File: config.mk
export PLATFORM = sky130hd
export DESIGN_NAME = audio_pair_rx
export DESIGN_NICKNAME = d
export VERILOG_FILES = /design/src/rtl/audio_rx_pkg.sv /design/src/rtl/arx_frame_detect.sv /design/src/rtl/arx_lane_shift.sv /design/src/rtl/arx_update_ctrl.sv /design/src/rtl/audio_pair_rx.sv
export SDC_FILE = /design/constraint.sdc
export NUM_CORES = 1
export LEC_CHECK = 0
export BUFFER_PORTS_ARGS = -buffer_cell sky130_fd_sc_hd__buf_2
export CORE_UTILIZATION = 50
export CTS_CLUSTER_SIZE = 40
export DETAILED_ROUTE_END_ITERATION = 8
export PLACE_DENSITY = 0.72
export SLEW_MARGIN = 20
export SYNTH_ARGS = -nofsm -noshare
export SYNTH_HDL_FRONTEND = slang
export SYNTH_HIERARCHICAL = 1
export SYNTH_SLANG_ARGS = --single-unit
File: constraint.sdc
create_clock -name clk -period 2.1 [get_ports clk]
set_input_delay 0 -clock clk [delete_from_list [all_inputs] [get_ports clk]]
set_output_delay 0 -clock clk [all_outputs]
set_load 0.1 [all_outputs]
File: src/rtl/audio_rx_pkg.sv
package audio_rx_pkg;

    localparam int WORD_W    = 16;
    localparam int NUM_LANES = 2;
    localparam int UPD_EDGES = 4;
    localparam int CNT_W     = $clog2(WORD_W + 1);
    localparam int DLY_W     = $clog2(UPD_EDGES + 1);

    typedef logic [WORD_W-1:0] sample_t;

    typedef struct packed {
        sample_t left;
        sample_t right;
    } stereo_t;

    typedef enum logic {
        FMT_SHARED = 1'b0,
        FMT_DUAL   = 1'b1
    } fmt_e;

    // Two's complement to offset binary: flip the sign bit.
    function automatic sample_t to_offset(sample_t s);
        return {~s[WORD_W-1], s[WORD_W-2:0]};
    endfunction

endpackage

File: src/rtl/arx_frame_detect.sv
module arx_frame_detect
    import audio_rx_pkg::*;
#(
    parameter int W = WORD_W
) (
    input  logic clk,
    input  logic rst,
    input  fmt_e fmt,
    input  logic frame_in,
    output logic word_done,
    output logic frame_lvl
);
    localparam int CW = $clog2(W + 1);

    logic          frame_q;
    logic [CW-1:0] bit_cnt;
    logic          edge_seen;
    logic          full;

    always_comb begin
        full      = (bit_cnt >= CW'(W));
        edge_seen = (fmt == FMT_DUAL) ? (frame_q & ~frame_in)
                                      : (frame_q ^ frame_in);
    end

    // A boundary counts only if a whole word was shifted in since the last one.
    assign word_done = edge_seen & full;
    assign frame_lvl = frame_q;

    always_ff @(posedge clk) begin
        frame_q <= frame_in;
        if (rst) begin
            bit_cnt <= '0;
        end else if (edge_seen) begin
            // The boundary edge already samples the first bit of the next word.
            bit_cnt <= CW'(1);
        end else if (!full) begin
            bit_cnt <= bit_cnt + CW'(1);
        end
    end

endmodule

File: src/rtl/arx_lane_shift.sv
module arx_lane_shift #(
    parameter int W = 16
) (
    input  logic         clk,
    input  logic         rst,
    input  logic         din,
    output logic [W-1:0] word
);
    always_ff @(posedge clk) begin
        if (rst) word <= '0;
        else     word <= {word[W-2:0], din};
    end
endmodule

File: src/rtl/arx_update_ctrl.sv
module arx_update_ctrl
    import audio_rx_pkg::*;
#(
    parameter int DELAY = UPD_EDGES
) (
    input  logic    clk,
    input  logic    rst,
    input  fmt_e    fmt,
    input  logic    word_done,
    input  logic    chan_left,
    input  sample_t word_a,
    input  sample_t word_b,
    output stereo_t pcm,
    output logic    strobe
);
    localparam int DW = $clog2(DELAY + 1);

    stereo_t       stage;
    logic          have_l;
    logic          have_r;
    logic [DW-1:0] dly;
    logic          launch;

    // A pair is complete in dual-line mode at once, in shared-line mode when
    // the partner channel is already waiting.
    always_comb begin
        launch = word_done &&
                 ((fmt == FMT_DUAL) || (chan_left ? have_r : have_l));
    end

    always_ff @(posedge clk) begin
        if (rst) begin
            stage  <= '0;
            have_l <= 1'b0;
            have_r <= 1'b0;
            dly    <= '0;
            pcm    <= '0;
            strobe <= 1'b0;
        end else begin
            strobe <= 1'b0;
            if (word_done) begin
                if (fmt == FMT_DUAL) begin
                    stage <= {word_a, word_b};
                end else if (chan_left) begin
                    stage.left <= word_a;
                end else begin
                    stage.right <= word_a;
                end
                if (launch) begin
                    have_l <= 1'b0;
                    have_r <= 1'b0;
                end else if (fmt != FMT_DUAL) begin
                    if (chan_left) have_l <= 1'b1;
                    else           have_r <= 1'b1;
                end
            end
            if (launch) begin
                dly <= DW'(DELAY);
            end else if (dly != '0) begin
                dly <= dly - DW'(1);
                if (dly == DW'(1)) begin
                    pcm    <= stage;
                    strobe <= 1'b1;
                end
            end
        end
    end

endmodule

File: src/rtl/audio_pair_rx.sv
module audio_pair_rx
    import audio_rx_pkg::*;
(
    input  logic              clk,
    input  logic              rst,
    input  logic              dual_mode,
    input  logic              frame_clk,
    input  logic              sdata_a,
    input  logic              sdata_b,
    output logic [WORD_W-1:0] left_pcm,
    output logic [WORD_W-1:0] right_pcm,
    output logic [WORD_W-1:0] left_code,
    output logic [WORD_W-1:0] right_code,
    output logic              update
);
    fmt_e                 fmt;
    logic [NUM_LANES-1:0] lane_din;
    sample_t              lane_word [NUM_LANES];
    logic                 word_done;
    logic                 frame_lvl;
    logic                 chan_left;
    stereo_t              pcm;

    assign fmt      = fmt_e'(dual_mode);
    assign lane_din = {sdata_b, sdata_a};

    arx_frame_detect #(.W(WORD_W)) u_detect (
        .clk       (clk),
        .rst       (rst),
        .fmt       (fmt),
        .frame_in  (frame_clk),
        .word_done (word_done),
        .frame_lvl (frame_lvl)
    );

    for (genvar g = 0; g < NUM_LANES; g++) begin : g_lane
        arx_lane_shift #(.W(WORD_W)) u_shift (
            .clk  (clk),
            .rst  (rst),
            .din  (lane_din[g]),
            .word (lane_word[g])
        );
    end

    // Shared-line mode: sdata_b is the polarity select.
    assign chan_left = frame_lvl ^ sdata_b;

    arx_update_ctrl #(.DELAY(UPD_EDGES)) u_update (
        .clk       (clk),
        .rst       (rst),
        .fmt       (fmt),
        .word_done (word_done),
        .chan_left (chan_left),
        .word_a    (lane_word[0]),
        .word_b    (lane_word[1]),
        .pcm       (pcm),
        .strobe    (update)
    );

    assign left_pcm   = pcm.left;
    assign right_pcm  = pcm.right;
    assign left_code  = to_offset(pcm.left);
    assign right_code = to_offset(pcm.right);

endmodule

==> metrics.txt <==
first-pass GRT wire length 12.82 mm; Max-cap violations 0; dpl hpwl 4.997 mm; min-delay worst type input port to flop; clock tree root driver cell clkbuf_8; final setup TNS 0 ns; Worst R2R End u_update/pcm[26]; DP Worst Slack 0.1896 ns; RSZ-0062 raised after global routing false; critical path class flop to flop; PwrDens 799.5 nW/um2; Core Area 8721 um2; number of diodes 0; detailed-route wire length 7.543 mm; initial antenna violation count 0; deepest clock path buffer count 2; cell depth of the worst hold path 3; Fin Clk Skew 0.008363 ns; Core Rows 34; Area growth, synth to finish 10.45%; CTS H-tree depth 3; FF+latch count, synth 108; Residual DRC 0; Clock transition at path regs 0.10 ns; Vias/cell 4.945; IO Count 71; yosys warns 6; Max-Slew Margin vs Limit 0.6729; crit end category flop; Hold Path Origin dual_mode; Worst R2R Setup Slack 0.18 ns; Post-synth EDFFs 0; WP data required 2.40 ns; fraction of layout cells with a size suffix above 1 0.2582; Max Freq 521.9 MHz; die area 9364 um2; Post-Syn Area per Cell 10.07 um2; Pre-Repair DR Iteration Count 4; prevailing post-synth register cell dfxtp_1; Syn Inst Count 446; worst hold endpoint u_update/dly[2]; Net Count, Synth 458; Final WS setup 0.1838 ns; area leader, netlist dfxtp_1; Final ANT Viol Nets 0; chip width 96.77 um; via count 2,947; Synth top area share 0.4815; Leak 0.001979 uW; IO Port Bufs 70; final-report max-slew violation count 0; Synth async-reset ratio 0; Slew @ Worst Pin 0.4941 ns; Startpoint Class flop; starting density of the core 0.5149; Tot GR Track Use 0.1676; worst vdd ir 397.5 uV; largest net degree at the start of global routing 50; Sink Count 108; Worst-Skew Late Latency 0.36 ns; sequential fraction of the synthesis area 0.4815; Congestion Overflow GR 0; first-iteration detailed-routing DRC count 119; NumNets Final 495; CTS tree yes; WL per Instance 12.66 um; min Tclk post-route 1.916 ns; Final setup viols 0; Worst R2R Path Depth 6; synth top area cells dfxtp_1 (48%), mux2i_1 (12%), nand2b_1 (9.6%), buf_4 (5.0%), a21oi_1 (3.8%); endpoints failing hold 0; CTS buffer count 9; synthesized area 4491 um2; Die H 96.77 um; Max FO, Critical Path 32; WP data arrival 2.21 ns; routability cong. 0.7472; Distinct cells, synth 34; Final Cycle Share 0.9125; outcome complete, no violations; R2R Path Start u_detect/frame_lvl; vias in the first global route 2,746
## kinds of logic after synthesis
kind of cell	synth area share
AND/OR/NAND/NOR	0.2040
flip-flops	0.4815
buffers and inverters	0.08833
AO/OA/AOI/OAI	0.08136
multiplexers	0.1184
adder cells (fa/ha/maj)	0.01672
XOR/XNOR	0.009754
## cells in the mapped netlist (3+ instances only)
master / count
mux2i_1: 52
nor2b_2: 14
nor2_1: 9
clkbuf_1: 20
a21oi_1: 34
dfxtp_1: 108
buf_4: 30
nor2b_1: 7
nand2_1: 32
nand2b_1: 69
a211oi_1: 16
xnor2_1: 3
inv_1: 7
ha_1: 6
and2b_2: 12
buf_6: 5
## layout by cell type, fill, tap and decap left out, types with 2 or more instances in the layout
master and n:
nand2_1 32, a21oi_1 34, dlygate4sd3_1 3, ha_1 6, nor2_1 9, and2b_2 12, clkinvlp_4 2, xnor2_1 3
buf_2 69, clkinv_2 2, clkbuf_8 10, nor2b_2 14, a211oi_1 16, nor2b_1 7, inv_1 7, dfxtp_1 108
mux2i_1 52, buf_12 3, nand2b_1 69, o21a_1 2, xor2_1 2, buf_4 9, nor3_1 2
## report_power, final
group,internal (uW),total (uW),switching (uW)
combinational,269,573,304
sequential,2090,2120,36.9
clock,582,1270,688
total,2940,3970,1030
## layer usage
| metal | global-route usage | vias to the layer above | routed length, um |
|---|---|---|---|
| li1 | - | 1514 | - |
| met1 | 0.2214 | 1371 | 3805 |
| met2 | 0.2676 | 53 | 3338 |
| met3 | 0.04263 | 9 | 317 |
| met4 | 0.05511 | 0 | 81 |
| met5 | 0 | - | 0 |
## metrics by stage
stage | area, um2 | hold WS, ns | instances | utilization | total power, uW
after global placement | 4728 | 0.1190 | 577 | 0.5422 | 2723
final | 4960 | 0.05396 | 596 | 0.5687 | 3965
after CTS | 4960 | 0.04643 | 596 | 0.5687 | 4002
after detailed placement | 4728 | 0.1215 | 577 | 0.5422 | 2741
after floorplan | 4491 | 0.02772 | 446 | - | 2657
after global routing | 4960 | 0.07799 | 596 | 0.5687 | 4135
## sequential cells by signal, indices dropped and copies added (netlist names)
register and cells:
g_lane.u_shift/word 32, u_update/pcm 32, u_update/stage 32, u_detect/bit_cnt 5, u_update/dly 3, u_detect/frame_lvl 1, u_update/have_l 1, u_update/have_r 1
u_update/strobe 1
## what timing repair did
action / in CTS / in global routing
hold endpoints to repair: 3 / 0
setup buffers: 0 / 0
hold buffers: 3 / 0
resized for setup: 0 / 0
## worst max-delay path, cell delays in order, from the launching register on
cell and delay [ns]:
dfxtp_1 0.33, ha_1 0.29, nand2b_1 0.08, and3_1 0.31, o32ai_4 0.33, buf_12 0.28
mux2i_1 0.21
## worst max-delay path by stage
| stage | start | end | cells past startpoint | slack [ns] |
|---|---|---|---|---|
| after floorplan | u_detect/frame_lvl | u_update/stage[16] | 8 | 0.29 |
| after global placement | u_detect/frame_lvl | u_update/pcm[16] | 6 | 0.27 |
| after detailed placement | u_detect/frame_lvl | u_update/pcm[29] | 6 | 0.19 |
| after CTS | u_detect/frame_lvl | u_update/pcm[6] | 6 | 0.18 |
| after global routing | u_detect/frame_lvl | u_update/pcm[9] | 6 | 0.06 |
| final | u_detect/frame_lvl | u_update/pcm[26] | 6 | 0.18 |
## layout make-up
cell class	count	area (um2)
inverters	7	26.28
clock inverters	6	63.81
multi-input cells	273	1932
fillers	759	3761
repair buffers	84	503.0
clock buffers	10	137.6
well taps	108	135.1
flip-flops and latches	108	2162
No activity file was read; power rests on OpenSTA's default activity.
